[src/rtl/cfc_pkg.sv]
package cfc_pkg;

    typedef enum logic [2:0] {
        ST_IDLE,
        ST_EVICT,
        ST_FETCH,
        ST_WAIT,
        ST_WTHRU,
        ST_COUNT
    } cfc_state_e;

    localparam logic CMD_LOAD  = 1'b0;
    localparam logic CMD_STORE = 1'b1;

    function automatic int unsigned cnt_width(input int unsigned max_val);
        return (max_val < 2) ? 1 : $clog2(max_val + 1);
    endfunction

endpackage

[src/rtl/cfc_tag_store.sv]
module cfc_tag_store #(
    parameter int IDX_W = 2,
    parameter int TAG_W = 8
) (
    input  logic             clk,
    input  logic             rst,
    input  logic [IDX_W-1:0] lk_idx,
    input  logic [TAG_W-1:0] lk_tag,
    output logic             lk_hit,
    output logic             vic_dirty,
    output logic [TAG_W-1:0] vic_tag,
    input  logic             mark_dirty,
    input  logic             drop,
    input  logic             fill,
    input  logic             fill_dirty
);
    localparam int SETS = 1 << IDX_W;

    logic [SETS-1:0]  valid_q;
    logic [SETS-1:0]  dirty_q;
    logic [TAG_W-1:0] tag_q [SETS];

    for (genvar s = 0; s < SETS; s++) begin : g_set
        logic sel;
        assign sel = (lk_idx == IDX_W'(s));
        always_ff @(posedge clk) begin
            if (rst) begin
                valid_q[s] <= 1'b0;
                dirty_q[s] <= 1'b0;
                tag_q[s]   <= '0;
            end else if (sel) begin
                if (fill) begin
                    valid_q[s] <= 1'b1;
                    dirty_q[s] <= fill_dirty;
                    tag_q[s]   <= lk_tag;
                end else if (drop) begin
                    valid_q[s] <= 1'b0;
                    dirty_q[s] <= 1'b0;
                end else if (mark_dirty) begin
                    dirty_q[s] <= 1'b1;
                end
            end
        end
    end

    assign lk_hit    = valid_q[lk_idx] && (tag_q[lk_idx] == lk_tag);
    assign vic_dirty = valid_q[lk_idx] && dirty_q[lk_idx];
    assign vic_tag   = tag_q[lk_idx];

endmodule

[src/rtl/cfc_countdown.sv]
module cfc_countdown #(
    parameter int CNT_W = 2
) (
    input  logic             clk,
    input  logic             rst,
    input  logic             load,
    input  logic [CNT_W-1:0] load_val,
    output logic             expired
);
    logic [CNT_W-1:0] cnt_q;

    always_ff @(posedge clk) begin
        if (rst) begin
            cnt_q <= '0;
        end else if (load) begin
            cnt_q <= load_val;
        end else if (cnt_q != '0) begin
            cnt_q <= cnt_q - 1'b1;
        end
    end

    assign expired = (cnt_q == '0);

endmodule

[src/rtl/cfc_par_queue.sv]
module cfc_par_queue #(
    parameter int W = 8
) (
    input  logic         clk,
    input  logic         rst,
    input  logic         push,
    input  logic [W-1:0] din,
    input  logic         pop,
    output logic         not_empty,
    output logic [W-1:0] dout,
    output logic [1:0]   count
);
    logic [W-1:0] slot_q [2];
    logic [1:0]   cnt_q;

    always_ff @(posedge clk) begin
        if (rst) begin
            cnt_q     <= '0;
            slot_q[0] <= '0;
            slot_q[1] <= '0;
        end else begin
            case ({push, pop})
                2'b10: begin
                    slot_q[cnt_q[0]] <= din;
                    cnt_q <= cnt_q + 1'b1;
                end
                2'b01: begin
                    slot_q[0] <= slot_q[1];
                    cnt_q <= cnt_q - 1'b1;
                end
                2'b11: begin
                    if (cnt_q == 2'd1) begin
                        slot_q[0] <= din;
                    end else begin
                        slot_q[0] <= slot_q[1];
                        slot_q[1] <= din;
                    end
                end
                default: ;
            endcase
        end
    end

    assign not_empty = (cnt_q != '0);
    assign dout      = slot_q[0];
    assign count     = cnt_q;

endmodule

[src/rtl/l1_timing_ctrl.sv]
module l1_timing_ctrl
    import cfc_pkg::*;
#(
    parameter int ADDR_W     = 12,
    parameter int OFS_W      = 2,
    parameter int IDX_W      = 2,
    parameter int ID_W       = 3,
    parameter int LAT_LOAD   = 2,
    parameter int LAT_STORE  = 3,
    parameter bit WRITE_BACK = 1'b1
) (
    input  logic              clk,
    input  logic              rst,
    input  logic              req_valid,
    output logic              req_ready,
    input  logic              req_store,
    input  logic [ID_W-1:0]   req_id,
    input  logic [ADDR_W-1:0] req_addr,
    output logic              rsp_valid,
    output logic              rsp_store,
    output logic [ID_W-1:0]   rsp_id,
    output logic              par_req_valid,
    input  logic              par_req_ready,
    output logic              par_req_write,
    output logic              par_req_store,
    output logic [ADDR_W-1:0] par_req_addr,
    input  logic              par_rsp_valid,
    input  logic              par_rsp_fetch
);
    localparam int TAG_W   = ADDR_W - OFS_W - IDX_W;
    localparam int LAT_MAX = (LAT_LOAD > LAT_STORE) ? LAT_LOAD : LAT_STORE;
    localparam int CNT_W   = cnt_width(LAT_MAX);

    typedef struct packed {
        logic              write;
        logic              store;
        logic [ADDR_W-1:0] addr;
    } par_req_t;

    localparam int PQ_W = $bits(par_req_t);

    cfc_state_e        state_q, state_d;
    logic              cur_store_q;
    logic [ID_W-1:0]   cur_id_q;
    logic [ADDR_W-1:0] cur_addr_q;

    logic [ADDR_W-1:0] lk_addr;
    logic [IDX_W-1:0]  lk_idx;
    logic [TAG_W-1:0]  lk_tag;
    logic              lk_hit, vic_dirty;
    logic [TAG_W-1:0]  vic_tag;
    logic              ts_mark, ts_drop, ts_fill, ts_fill_dirty;

    logic              t_load, t_expired;
    logic [CNT_W-1:0]  t_val;

    logic              pq_push;
    par_req_t          pq_din, pq_dout;
    logic [1:0]        q_count;

    logic              accept;
    logic [ADDR_W-1:0] own_line;
    logic [ADDR_W-1:0] vic_line;

    function automatic logic [CNT_W-1:0] lat_of(input logic is_store);
        return is_store ? CNT_W'(LAT_STORE - 1) : CNT_W'(LAT_LOAD - 1);
    endfunction

    assign lk_addr  = (state_q == ST_IDLE) ? req_addr : cur_addr_q;
    assign lk_idx   = lk_addr[OFS_W +: IDX_W];
    assign lk_tag   = lk_addr[OFS_W + IDX_W +: TAG_W];
    assign accept   = (state_q == ST_IDLE) && req_valid;
    assign own_line = {cur_addr_q[ADDR_W-1:OFS_W], {OFS_W{1'b0}}};
    assign vic_line = {vic_tag, lk_idx, {OFS_W{1'b0}}};

    cfc_tag_store #(.IDX_W(IDX_W), .TAG_W(TAG_W)) u_tags (
        .clk        (clk),
        .rst        (rst),
        .lk_idx     (lk_idx),
        .lk_tag     (lk_tag),
        .lk_hit     (lk_hit),
        .vic_dirty  (vic_dirty),
        .vic_tag    (vic_tag),
        .mark_dirty (ts_mark),
        .drop       (ts_drop),
        .fill       (ts_fill),
        .fill_dirty (ts_fill_dirty)
    );

    cfc_countdown #(.CNT_W(CNT_W)) u_timer (
        .clk      (clk),
        .rst      (rst),
        .load     (t_load),
        .load_val (t_val),
        .expired  (t_expired)
    );

    cfc_par_queue #(.W(PQ_W)) u_pq (
        .clk       (clk),
        .rst       (rst),
        .push      (pq_push),
        .din       (pq_din),
        .pop       (par_req_valid && par_req_ready),
        .not_empty (par_req_valid),
        .dout      (pq_dout),
        .count     (q_count)
    );

    always_comb begin
        state_d       = state_q;
        ts_mark       = 1'b0;
        ts_drop       = 1'b0;
        ts_fill       = 1'b0;
        ts_fill_dirty = 1'b0;
        t_load        = 1'b0;
        t_val         = lat_of(cur_store_q);
        pq_push       = 1'b0;
        pq_din        = '{write: 1'b1, store: CMD_STORE, addr: own_line};
        rsp_valid     = 1'b0;
        case (state_q)
            ST_IDLE: begin
                if (accept) begin
                    if (!lk_hit) begin
                        state_d = ST_EVICT;
                    end else if (req_store == CMD_STORE && !WRITE_BACK) begin
                        state_d = ST_WTHRU;
                    end else begin
                        ts_mark = (req_store == CMD_STORE);
                        t_load  = 1'b1;
                        t_val   = lat_of(req_store);
                        state_d = ST_COUNT;
                    end
                end
            end
            ST_EVICT: begin
                ts_drop = 1'b1;
                pq_push = 1'b1;
                if (vic_dirty) begin
                    pq_din  = '{write: 1'b1, store: CMD_STORE, addr: vic_line};
                    state_d = ST_FETCH;
                end else begin
                    pq_din  = '{write: 1'b0, store: cur_store_q, addr: own_line};
                    state_d = ST_WAIT;
                end
            end
            ST_FETCH: begin
                pq_push = 1'b1;
                pq_din  = '{write: 1'b0, store: cur_store_q, addr: own_line};
                state_d = ST_WAIT;
            end
            ST_WTHRU: begin
                pq_push = 1'b1;
                state_d = ST_WAIT;
            end
            ST_WAIT: begin
                if (par_rsp_valid && par_rsp_fetch) begin
                    ts_fill       = 1'b1;
                    ts_fill_dirty = WRITE_BACK && (cur_store_q == CMD_STORE);
                    if (!WRITE_BACK && cur_store_q == CMD_STORE) begin
                        state_d = ST_WTHRU;
                    end else begin
                        t_load  = 1'b1;
                        state_d = ST_COUNT;
                    end
                end else if (par_rsp_valid && !WRITE_BACK) begin
                    t_load  = 1'b1;
                    state_d = ST_COUNT;
                end
            end
            ST_COUNT: begin
                if (t_expired) begin
                    rsp_valid = 1'b1;
                    state_d   = ST_IDLE;
                end
            end
            default: state_d = ST_IDLE;
        endcase
    end

    always_ff @(posedge clk) begin
        if (rst) begin
            state_q     <= ST_IDLE;
            cur_store_q <= CMD_LOAD;
            cur_id_q    <= '0;
            cur_addr_q  <= '0;
        end else begin
            state_q <= state_d;
            if (accept) begin
                cur_store_q <= req_store;
                cur_id_q    <= req_id;
                cur_addr_q  <= req_addr;
            end
        end
    end

    assign req_ready     = (state_q == ST_IDLE);
    assign rsp_store     = cur_store_q;
    assign rsp_id        = cur_id_q;
    assign par_req_write = pq_dout.write;
    assign par_req_store = pq_dout.store;
    assign par_req_addr  = pq_dout.addr;

endmodule

[config.mk]
export PLATFORM = sky130hd
export DESIGN_NAME = l1_timing_ctrl
export DESIGN_NICKNAME = d
export VERILOG_FILES = /design/src/rtl/cfc_pkg.sv /design/src/rtl/cfc_tag_store.sv /design/src/rtl/cfc_countdown.sv /design/src/rtl/cfc_par_queue.sv /design/src/rtl/l1_timing_ctrl.sv
export SDC_FILE = /design/constraint.sdc
export NUM_CORES = 1
export LEC_CHECK = 0
export ABC_AREA = 1
export BUFFER_PORTS_ARGS = -buffer_cell sky130_fd_sc_hd__buf_2
export CAP_MARGIN = 0
export CORE_MARGIN = 8
export CORE_UTILIZATION = 41
export DETAILED_ROUTE_END_ITERATION = 10
export PLACE_DENSITY = 0.64
export SYNTH_ARGS = -nofsm -noshare
export SYNTH_HDL_FRONTEND = slang
export SYNTH_SLANG_ARGS = --single-unit
[constraint.sdc]
create_clock -name clk -period 4.7 [get_ports clk]
set_input_delay 0.705 -clock clk [delete_from_list [all_inputs] [get_ports clk]]
set_output_delay 0.705 -clock clk [all_outputs]
set_load 0.01 [all_outputs]
# Word level (Yosys, flattened, before mapping)
# Memory sizes are Yosys's and may differ from the RTL's.
# Cells that the tools add are included.
op_classes:
  n_bitwise: 8
  addsub: 3
  div_mod_pow: 0
  n_shift: 0
  eq_ne: 16
  n_lt_le_gt_ge: 1
  n_mux: 80
  multipliers: 0
  reduce_logical: 26
ops:
  columns: ["cell", "n"]
  rows:
  - ["14-bit 2-to-1 mux", 6]
  - ["1-bit 2-to-1 mux", 52]
  - ["8-bit 2-to-1 mux", 4]
  - ["14-bit case mux with 2 select lines", 1]
  - ["2-bit AND reduction", 8]
  - ["3-bit case mux with 5 select lines", 1]
  - ["2-bit 2-to-1 mux", 7]
  - ["14-bit OR reduction", 1]
  - ["12-bit 2-to-1 mux", 1]
  - ["3-bit 2-to-1 mux", 4]
  - ["2-bit nonzero test", 5]
  - ["2-bit == test (second input constant)", 4]
  - ["8-bit == test", 1]
  - ["1-bit bitwise OR", 8]
  - ["2-bit by 1-bit == test with 1-bit output (second input constant)", 3]
  - ["3-bit by 2-bit == test with 1-bit output (second input constant)", 2]
  - ["3-bit == test (second input constant)", 2]
  - ["1-bit logical AND", 5]
  - ["1-bit binary-select mux with 2-bit select", 2]
  - ["2-bit logical NOT", 2]
  - ["2-bit inequality test (second input constant)", 2]
  - ["2-bit case mux with 2 select lines", 1]
  - ["2-bit by 1-bit subtractor with 2-bit output (second input constant)", 2]
  - ["3-bit by 1-bit == test with 1-bit output (second input constant)", 1]
  - ["9 further kinds", 9]
totals:
  elab_cells: 150
  rom_bits: 0
  out_inout_bits: 21
  ramBits: 60
  latchBits: 0
  memories: 2
  in_bits: 22
  reg_bits: 31
memory_table:
  columns: ["name", "depth", "word_bits", "read_ports", "rd_clocked_by_memory_dff", "write_ports", "line", "text"]
  rows:
  - ["u_tags.tag_q", 4, 8, 1, 0, 4, "cfc_tag_store.sv:21", "logic [TAG_W-1:0] tag_q [SETS];"]
  - ["u_pq.slot_q", 2, 14, 2, 0, 2, "cfc_par_queue.sv:13", "logic [W-1:0] slot_q [2];"]

# Logic depth before layout (Yosys ltp)
depth:
  word_depth: 11
  mapped_depth: 21
  depth_no_buf: 20

# Cells and area by module
# Synthesis repeated with hierarchy kept, for this count alone.
unflattened:
  hier_cells: 621
  area_unflattened_um2: 4809.6
modules_own_cells:
  columns: ["module", "seq_area_each_um2", "area_each_um2", "cells_each", "instances"]
  rows:
  - ["cfc_tag_store", 1121.1, 1993.2, 245, 1]
  - ["cfc_par_queue", 880.8, 1574.0, 191, 1]
  - ["l1_timing_ctrl", 340.3, 1128.6, 168, 1]
  - ["cfc_countdown", 40.0, 113.9, 17, 1]

# Worst setup path after synthesis
# No wires, ideal clock.
synth_timing:
  path_kind: "register to register"
  from: "reg u_pq.cnt_q[0] (netlist: u_pq.count[0])"
  to: "mem u_pq.slot_q[1][10] in the netlist's numbering, enable pin"
  setup_ns: 0.425
  required_time_ns: 4.275
  arrival_time_ns: 2.649
  path_slack_ns: 1.626
  path_stages_with_launch: 9
  n_path_buf: 0
  period_less_slack_ns: 3.074
  cell_sequence: "dfxtp_1 > inv_1 > ha_1 > inv_1 > nand2_1 > inv_1 > ha_1 > inv_1 > o311ai_0"
synth_rtl:
  columns: ["element", "line", "text"]
  rows:
  - ["from (decl)", "cfc_par_queue.sv:14", "logic [1:0] cnt_q;"]
  - ["from (signal assigned)", "cfc_par_queue.sv:25", "cnt_q <= cnt_q + 1'b1;"]
  - ["from (signal assigned)", "cfc_par_queue.sv:29", "cnt_q <= cnt_q - 1'b1;"]
  - ["to (decl)", "cfc_par_queue.sv:13", null]

==> metrics <==
cell count of the worst reg-to-reg path 11; Critical Path End Type register; CP Launch Type register; multiplexer share of the synthesized area 0%; CP arrival 3.18 ns; RR Endpoint u_pq.slot_q[0][12]; crit-path max FO 24; CTS sink cnt 85; Post-DP HPWL 8.10 mm; Peak supply drop 0.268 mV; Initial Util 42.4%; row count 38; final hold violations 0; top-count cell post-synth nand2_1; Max Fclk 326 MHz; clock buffer depth 2; fraction of registers with async set or reset after synthesis 0%; vias per inst 5.00; Compound-Gate Fraction of Synth Area between 10% and 20%; clk_lat worst skew 0.36 ns; Post-Syn Area 4610 sq um; TritonCTS Buffers 9; flop-to-flop setup slack 1.63 ns; Via Count 3921; cell count along the critical path 11; crit-path leading delay family simple AND/OR/NAND/NOR gates; layout cell share with drive strength beyond 1 11.5%; setup TNS 0 ns; register area ~2300 sq um; setup violators final 0; warnings from Yosys 0; Avg Inst Size Synth 7.67 sq um; Die Y 122 um; crit path time final 3.07 ns; Gate Count Post-Synth 601; sequential share of the synthesized area 49.1%; DIE WIDTH 122 um; fillers 1088; Reg clk slew, reported paths about 0.080 ns; Slowest-stage cell, CP o21ai_2; GRT Overall Usage 15.3%; RePlAce Congestion 0.920; vias in the first global route 3905; Tightest Hold Check Type register to register; Slew Limit Headroom 13.4%; Synth area leader edfxtp_1; IO Port Bufs 38; Detailed Routing Iterations Pass 1 4; Setup Fix Bufs, Post-CTS 0; multi-input logic area between 1500 and 2000 sq um; fin. max-slew vios 0; xor/xnor share of the synthesized area 0.380%; leakage power 2.32 nW; Remaining DRCs 0; die area 14900 sq um; post-synthesis cell type count 38; Core ar. 10900 sq um; ordered cell list for the critical path nor2_4 > nand2_4 > o21ai_2 > inv_2 > nor2_1 > nand2_1 > nand4_2 > nor2_1 > o21ai_1 > nand2_1 > a32o_1; critical path data required time ~4.8 ns; period utilization 65.3%; Tightest Pin Transition about 1.3 ns; top cells by count, synth nand2_1, inv_1, nor2_1; simple-gate share of the synthesized area 27.3%; Hold Buf Count CTS 0; WL/cell 13.7 um; # nets final ~670; reg2reg start state_q[1]; RSZ-0062 raised after global routing false; clk root buf clkbuf_8; Hold Slack 0.462 ns; depth of the CTS H-tree 3; largest net degree at the start of global routing 28; CTS tree yes; Max Cap Viol 0; Post-Synth Adder-Cell Area under 10%; number of synthesized flops with an enable pin 56; synthesis-to-finish area growth 10.5%; Main synth FF type edfxtp_1; status finished, final reports clean; Seq cells post-synth 85; I/O pins between 40 and 50; ant diodes 0; Pwr per Cell Area 587 nW/um^2; synth top area cells edfxtp_1, dfxtp_1, nand2_1; Setup Skew 0.0141 ns; routed wire length 10.8 mm; critical path launch point state_q[1]; initial DRC count 279; max incr delay on CP 0.54 ns; CTS resizes 0; crit path buf inv count 1; main combinational cell family by area after synthesis simple AND/OR/NAND/NOR gates; total gr overflow 0; Synth top area share between 30% and 40%; CP endpoint u_pq.slot_q[0][12]; first-pass GRT wire length 18.3 mm; DRT antenna net count 0; antenna violations before repair 0; crit path kind register to register
-- cell families after synthesis --
logic type,Yosys count
adder cells (fa/ha/maj),6
other,1
buffers and inverters,115
AND/OR/NAND/NOR,294
AO/OA/AOI/OAI,98
flip-flops,85
XOR/XNOR,2
-- final cells by class --
class                           instances  share of cell area, %
Clock buffer                           13                   2.92
Inverter                               98                   7.22
Timing Repair Buffer                   43                   4.47
Tap cell                              140                   3.44
Multi-Input combinational cell        402                   37.3
Sequential cell                        85                   44.4
Clock inverter                          3                  0.295
-- worst min path at each step --
| stage | startpoint | end | cells after the start |
|---|---|---|---|
| after floorplan | u_tags.dirty_q[1] | u_tags.dirty_q[1] | 2 |
| after global placement | u_tags.dirty_q[1] | u_tags.dirty_q[1] | 2 |
| after detailed placement | u_tags.dirty_q[1] | u_tags.dirty_q[1] | 2 |
| after CTS | u_tags.dirty_q[1] | u_tags.dirty_q[1] | 2 |
| after global routing | u_tags.dirty_q[2] | u_tags.dirty_q[2] | 2 |
| final | u_tags.dirty_q[1] | u_tags.dirty_q[1] | 2 |
-- tightest hold or removal path: stages, from the launching register on --
cell and delay (ns):
dfxtp_1 0.30, inv_1 0.06, a21oi_1 0.06
-- report_power, final --
group	switching, W	internal (W)	leakage, nW	total, W
clock	0.000258	0.000205	0.0872	0.000463
sequential	0.0000682	0.000947	0.821	0.00101
combinational	0.00106	0.000452	1.42	0.00151
total	0.00139	0.00160	2.32	0.00299
-- registers in the layout, indices dropped and copies added, names as in the netlist --
name            flops
rsp_store           1
rsp_id              3
u_timer.cnt_q       2
cur_addr_q         10
u_tags.dirty_q      4
u_pq.count          2
u_tags.tag_q       32
state_q             3
u_tags.valid_q      4
u_pq.slot_q        24
-- stage by stage --
step / util [%] / total power, W / setup WS [ns] / instances / cell area (sq um)
after global placement: 45.3 / 0.00250 / 1.67 / 768 / 4930
final: 46.8 / 0.00299 / 1.63 / 784 / 5100
after global routing: 46.8 / 0.00329 / 1.35 / 784 / 5100
after detailed placement: 45.3 / 0.00254 / 1.63 / 768 / 4930
after floorplan: - / 0.00217 / 1.63 / 602 / 4620
after CTS: 46.8 / 0.00301 / 1.63 / 784 / 5100
-- cell usage in the layout (no fill, tap or decap) --
cell | Yosys | layout
xor2_1 | 1 | 1
nand2_2 | 4 | 4
conb_1 | 1 | 2
ha_1 | 6 | 6
nand2_1 | 142 | 142
o21ai_1 | 9 | 9
o21bai_1 | 1 | 1
clkbuf_8 | 0 | 10
o21ai_0 | 51 | 51
clkbuf_1 | 8 | 3
inv_1 | 94 | 94
a22oi_1 | 2 | 2
nor3_4 | 1 | 1
and3_1 | 1 | 1
nand3b_1 | 3 | 3
nand3_1 | 41 | 41
nor2_4 | 1 | 1
a32o_1 | 1 | 1
o311ai_2 | 0 | 1
o21ai_2 | 2 | 2
nor2_1 | 90 | 90
clkinv_1 | 2 | 2
o22ai_1 | 1 | 1
nor3_1 | 1 | 1
clkinv_2 | 0 | 3
dfxtp_1 | 29 | 29
nand3_4 | 1 | 1
nand4_2 | 1 | 1
buf_2 | 2 | 38
a21oi_1 | 22 | 22
edfxtp_1 | 56 | 56
inv_2 | 2 | 2
o21a_1 | 8 | 8
xnor2_1 | 1 | 1
nand2_4 | 3 | 3
nand4_1 | 3 | 3
buf_4 | 5 | 5
nor2_2 | 2 | 2
-- routing by layer --
layer	vias to the layer above	global-route usage, %	part of all wire [%]
met5	-	0	0
met4	0	4.49	1.1
met3	10	3.79	4.8
met2	89	24.8	47
met1	1826	19.9	48
li1	1996	-	-
Note: power is estimated with default switching activity, not from simulation.
